## src/rtl/slp_track_pkg.sv

```systemverilog
package slp_track_pkg;
  typedef enum logic [1:0] {
    SLP_S5   = 2'b00,
    SLP_S4   = 2'b01,
    SLP_S3   = 2'b10,
    SLP_WORK = 2'b11
  } slp_code_e;

  localparam int LAST_LSB   = 0;
  localparam int RESUME_LSB = 2;
  localparam int FLAG_BIT   = 4;
  localparam int USED_BITS  = 5;
endpackage

```

## src/rtl/slp_rst_sync.sv

```systemverilog
module slp_rst_sync #(
  parameter int STAGES = 2
) (
  input  logic clk,
  input  logic arst_n,
  output logic rst_n_o
);
  logic [STAGES-1:0] chain_q;
  logic [STAGES-1:0] chain_d;

  always_comb begin
    chain_d = {chain_q[STAGES-2:0], 1'b1};
  end

  always_ff @(posedge clk or negedge arst_n) begin
    if (!arst_n) chain_q <= '0;
    else         chain_q <= chain_d;
  end

  assign rst_n_o = chain_q[STAGES-1];
endmodule

```

## src/rtl/slp_last_reg.sv

```systemverilog
module slp_last_reg
  import slp_track_pkg::*;
(
  input  logic       clk,
  input  logic       rst_n,
  input  logic       prog_stb,
  input  logic [1:0] prog_code,
  input  logic       wr_en,
  input  logic [1:0] wr_code,
  output logic [1:0] last_o
);
  logic [1:0] last_q;
  logic [1:0] last_d;
  logic       last_en;

  always_comb begin
    last_en = prog_stb | wr_en;
    last_d  = prog_stb ? prog_code : wr_code;
  end

  always_ff @(posedge clk or negedge rst_n) begin
    if (!rst_n)       last_q <= SLP_S5;
    else if (last_en) last_q <= last_d;
  end

  assign last_o = last_q;

  AST_PROG_LOADS: assert property (@(posedge clk) disable iff (!rst_n)
    prog_stb |=> last_q == $past(prog_code));
  AST_WRITE_LOADS: assert property (@(posedge clk) disable iff (!rst_n)
    (wr_en && !prog_stb) |=> last_q == $past(wr_code));
  AST_LAST_HOLDS: assert property (@(posedge clk) disable iff (!rst_n)
    (!wr_en && !prog_stb) |=> $stable(last_q));
endmodule

```

## src/rtl/slp_resume_reg.sv

```systemverilog
module slp_resume_reg
  import slp_track_pkg::*;
(
  input  logic       clk,
  input  logic       rst_n,
  input  logic       wake,
  input  logic [1:0] last_i,
  input  logic       wr_en,
  input  logic [1:0] wr_code,
  output logic [1:0] resumed_o
);
  logic [1:0] res_q;
  logic [1:0] res_d;
  logic       res_en;

  always_comb begin
    res_en = wake | wr_en;
    res_d  = wake ? last_i : wr_code;
  end

  always_ff @(posedge clk or negedge rst_n) begin
    if (!rst_n)      res_q <= SLP_S5;
    else if (res_en) res_q <= res_d;
  end

  assign resumed_o = res_q;

  AST_WAKE_COPIES: assert property (@(posedge clk) disable iff (!rst_n)
    wake |=> res_q == $past(last_i));
  AST_WRITE_RESUME: assert property (@(posedge clk) disable iff (!rst_n)
    (wr_en && !wake) |=> res_q == $past(wr_code));
endmodule

```

## src/rtl/slp_flag_reg.sv

```systemverilog
module slp_flag_reg
  import slp_track_pkg::*;
(
  input  logic       clk,
  input  logic       rst_n,
  input  logic       prog_stb,
  input  logic       pgood,
  input  logic [1:0] last_i,
  output logic       flag_o
);
  logic flag_q;
  logic flag_d;
  logic lost_in_work;

  always_comb begin
    lost_in_work = !pgood && (last_i == SLP_WORK);
    if (prog_stb)          flag_d = 1'b1;
    else if (lost_in_work) flag_d = 1'b0;
    else                   flag_d = flag_q;
  end

  always_ff @(posedge clk or negedge rst_n) begin
    if (!rst_n) flag_q <= 1'b0;
    else        flag_q <= flag_d;
  end

  assign flag_o = flag_q;

  AST_FLAG_SET: assert property (@(posedge clk) disable iff (!rst_n)
    prog_stb |=> flag_q);
  AST_FLAG_CLEAR: assert property (@(posedge clk) disable iff (!rst_n)
    (!prog_stb && !pgood && last_i == SLP_WORK) |=> !flag_q);
  AST_FLAG_KEEP: assert property (@(posedge clk) disable iff (!rst_n)
    (!prog_stb && !pgood && last_i != SLP_WORK) |=> $stable(flag_q));
endmodule

```

## src/rtl/slp_track_top.sv

```systemverilog
module slp_track_top
  import slp_track_pkg::*;
#(
  parameter int DATA_W      = 32,
  parameter int SYNC_STAGES = 2
) (
  input  logic              clk,
  input  logic              rsm_rst_n,
  input  logic              reg_wr,
  input  logic [DATA_W-1:0] reg_wdata,
  output logic [DATA_W-1:0] reg_rdata,
  input  logic              slp_prog,
  input  logic [1:0]        slp_code,
  input  logic              wake_evt,
  input  logic              stby_pgood
);
  localparam int PAD_W = DATA_W - USED_BITS;

  logic       rst_n_s;
  logic [1:0] last_w;
  logic [1:0] resumed_w;
  logic       flag_w;
  logic       unused_wr_bits;

  assign unused_wr_bits = ^reg_wdata[DATA_W-1:FLAG_BIT];

  slp_rst_sync #(.STAGES(SYNC_STAGES)) u_sync (
    .clk     (clk),
    .arst_n  (rsm_rst_n),
    .rst_n_o (rst_n_s)
  );

  slp_last_reg u_last (
    .clk       (clk),
    .rst_n     (rst_n_s),
    .prog_stb  (slp_prog),
    .prog_code (slp_code),
    .wr_en     (reg_wr),
    .wr_code   (reg_wdata[LAST_LSB+1:LAST_LSB]),
    .last_o    (last_w)
  );

  slp_resume_reg u_resume (
    .clk       (clk),
    .rst_n     (rst_n_s),
    .wake      (wake_evt),
    .last_i    (last_w),
    .wr_en     (reg_wr),
    .wr_code   (reg_wdata[RESUME_LSB+1:RESUME_LSB]),
    .resumed_o (resumed_w)
  );

  slp_flag_reg u_flag (
    .clk      (clk),
    .rst_n    (rst_n_s),
    .prog_stb (slp_prog),
    .pgood    (stby_pgood),
    .last_i   (last_w),
    .flag_o   (flag_w)
  );

  generate
    if (PAD_W > 0) begin : g_pad
      assign reg_rdata = {{PAD_W{1'b0}}, flag_w, resumed_w, last_w};
    end else begin : g_nopad
      assign reg_rdata = {flag_w, resumed_w, last_w};
    end
  endgenerate

  AST_UPPER_ZERO: assert property (@(posedge clk) disable iff (!rst_n_s)
    reg_rdata[DATA_W-1:USED_BITS] == '0);
  AST_RESET_CLEAR: assert property (@(posedge clk)
    !rst_n_s |-> reg_rdata == '0);
endmodule

```

## config.mk

```make
export PLATFORM = sky130hd
export DESIGN_NAME = slp_track_top
export DESIGN_NICKNAME = d
export VERILOG_FILES = /design/src/rtl/slp_track_pkg.sv /design/src/rtl/slp_rst_sync.sv /design/src/rtl/slp_last_reg.sv /design/src/rtl/slp_resume_reg.sv /design/src/rtl/slp_flag_reg.sv /design/src/rtl/slp_track_top.sv
export SDC_FILE = /design/constraint.sdc
export NUM_CORES = 1
export LEC_CHECK = 0
export ABC_CLOCK_PERIOD_IN_PS = 800
export BUFFER_PORTS_ARGS = -buffer_cell sky130_fd_sc_hd__buf_2
export CAP_MARGIN = 10
export CORE_MARGIN = 8
export CORE_UTILIZATION = 25
export CTS_BUF_LIST = sky130_fd_sc_hd__clkbuf_4 sky130_fd_sc_hd__clkbuf_8
export CTS_CLUSTER_SIZE = 20
export DETAILED_ROUTE_END_ITERATION = 12
export HOLD_SLACK_MARGIN = 0.08
export PLACE_DENSITY = 0.69
export SLEW_MARGIN = 40
export SYNTH_ARGS = -nofsm -noshare
export SYNTH_HDL_FRONTEND = slang
export SYNTH_SLANG_ARGS = --single-unit
```

## constraint.sdc

```tcl
create_clock -name clk -period 0.8 [get_ports clk]
set_clock_uncertainty 0.1 [all_clocks]
set_input_delay 0.08 -clock clk [delete_from_list [all_inputs] [get_ports clk]]
set_output_delay 0.08 -clock clk [all_outputs]
set_load 0.02 [all_outputs]
```

==> results.json <==
{
  "dr.pass1.iters": 3,
  "antenna_found_initial": 0,
  "drive_gt1_share_pct": 36.5,
  "clock_latency_ps": 240,
  "core-area_um2": 1920,
  "tns_ps": -1330,
  "syn_area_per_cell_um2": 9.50,
  "fmax_mhz": 1030,
  "hold_violations": 10,
  "areaGrowthSynthToFinish_pct": 21.5,
  "routedWlPerCell_um": 9.94,
  "vias": 316,
  "fin_crit_sh_pct": 122,
  "slowest_delay_ps": 410,
  "status": "finished, violations left",
  "globalRouteOverflowTotal": 0,
  "maxSlewViolCount": 0,
  "violations": "negative hold slack, negative setup slack",
  "ys_types": 9,
  "cts_made_buffers": 3,
  "crit_fanout": 2,
  "critPathKind": "flip-flop to output port",
  "hp-class": "input pin to flip-flop",
  "ant_nets": 0,
  "holdWs_ps": -52.8,
  "die-area_um2": 3660,
  "hpwl_um": 894,
  "peakVddDrop_mv": 0.679,
  "clk_pin_slew_ps": 50,
  "grt_usage_pct": 5.36,
  "grt_max_degree": 6,
  "clkSinkCount": 7,
  "worstPathRequired_ps": 620,
  "cts_tree": "done",
  "yosysSeqAreaShare_pct": 35.4,
  "period_needed_ps": 973,
  "ios": 72,
  "ctsHoldBuffers": 2,
  "crit_chain": "buf_6",
  "synth_warnings": 0,
  "setup_violations": 10,
  "htree_levels": 1,
  "synth.ff_latch_count": 7,
  "die_h_um": 60.5,
  "io_buffer_count": 16,
  "power.density_nw_per_um2": 1760,
  "cts.path.max_buffers": 2,
  "fin_nets": 115,
  "viasPerCell": 3.13,
  "worst_setup_path_start_kind": "flip-flop",
  "ctsRootBufferMaster": "clkbuf_4",
  "start_util_pct": 25.7,
  "rows": 16,
  "slowest_stage": "dfrtp_2",
  "p_leak_uw": 0.000325,
  "drt-initial-drc-count": 5,
  "grt_pass1_vias": 366,
  "grt_pass1_wl_mm": 1.48,
  "syn_inst": 52,
  "cp.arrival_ps": 790,
  "finalPower_uw": 1060,
  "endpoint_kind": "output port",
  "drc": 0,
  "antennaDiodeCount": 0,
  "cp_num_buf_inv": 1,
  "cap_violations": 0,
  "setup_ws_ps": -173,
  "gp_congestion": 0.600,
  "rsz0062_at_grt": "yes",
  "routed_wl_mm": 1.00,
  "cp_top_family": "flip-flops",
  "num-fill-cells": 238,
  "dieWidth_um": 60.5,
  "synth_area_um2": 494
}
cell type report:
class                   instances  area, um^2  share of cell area, %
multi-input cells              42         195                   32.5
well taps                      27        33.8                   5.63
repair buffers                 21         161                   26.9
clock buffers                   4        30.0                   5.00
flip-flops and latches          7         180                   30.0
through the flow:
stage	instances	instance area, um^2	hold WS, ps	util (%)	setup slack (ps)
after global routing	101	601	-49.2	31.3	-193
final	101	601	-52.8	31.3	-173
after detailed placement	92	489	-228	25.5	-37.1
after floorplan	78	597	-316	-	-64.6
after global placement	92	489	-233	25.5	-38.5
after CTS	101	593	-47.1	30.9	-166
sequential cells by signal, indices dropped and copies added, names as in the netlist:
| name | cells |
|---|---|
| u_flag.flag_o | 1 |
| u_last.last_o | 2 |
| u_resume.resumed_o | 2 |
| u_sync.chain_q | 2 |
power breakdown:
group	internal, uW	total [uW]	switching (uW)
clock network	223	339	116
logic	112	309	198
registers	388	412	24.1
total	722	1060	337
routing by layer:
metal / GRT usage (%) / vias up / share of wire, %
met5: 0 / - / 0
met4: 2.99 / 0 / 0
met3: 1.91 / 0 / 5.7
met2: 10.7 / 17 / 64
met1: 4.38 / 148 / 30
li1: - / 151 / -
kinds of logic (layout without fill, tap and decap cells):
logic type             Yosys count  in the layout  share of synthesized area, %
flip-flops                       7              7                          35.4
buffers and inverters           29             25                          44.8
AND/OR/NAND/NOR                  5              5                          4.56
multiplexers                     4              4                          8.10
AO/OA/AOI/OAI                    5              5                          5.57
other                            2             28                          1.52
layout by cell type (no fill, tap or decap):
| cell | n |
|---|---|
| o21ai_1 | 4 |
| buf_6 | 7 |
| conb_1 | 28 |
| nand2_1 | 4 |
| buf_4 | 1 |
| clkbuf_4 | 4 |
| dlygate4sd3_1 | 2 |
| dfrtp_2 | 4 |
| dfrtp_1 | 3 |
| nand3b_1 | 1 |
| buf_2 | 11 |
| a21o_1 | 1 |
| mux2i_1 | 4 |
final timing paths:
path	from	end	slack, ps	cells past startpoint
worst max-delay path	u_last.last_o[1]	reg_rdata[1]	-170	1
worst min-delay path	slp_prog	u_last.last_o[0]	-50	2
worst max register to register	u_last.last_o[1]	u_last.last_o[1]	-160	3
worst min register to register	u_sync.chain_q[1]	u_flag.flag_o	-30	0
max in group asynchronous	u_sync.chain_q[1]	u_resume.resumed_o[1]	440	0
min in group asynchronous	u_sync.chain_q[1]	u_flag.flag_o	-30	0
synthesized netlist by cell type:
master | count | area share (%)
buf_6 | 1 | 2.3
a21o_1 | 1 | 1.5
mux2i_1 | 4 | 8.1
nand2_1 | 4 | 3.0
o21ai_1 | 4 | 4.1
nand3b_1 | 1 | 1.5
conb_1 | 2 | 1.5
dfrtp_1 | 7 | 35
buf_4 | 28 | 43
what timing repair did:
item                                    in CTS  in global routing
resized for setup                           10                  2
endpoints found under the hold margin       12                 12
setup buffers                                3                  0
pin swaps                                    0                  3
endpoints found under the setup margin      10                 10
Power figures use the tool's default switching activity.
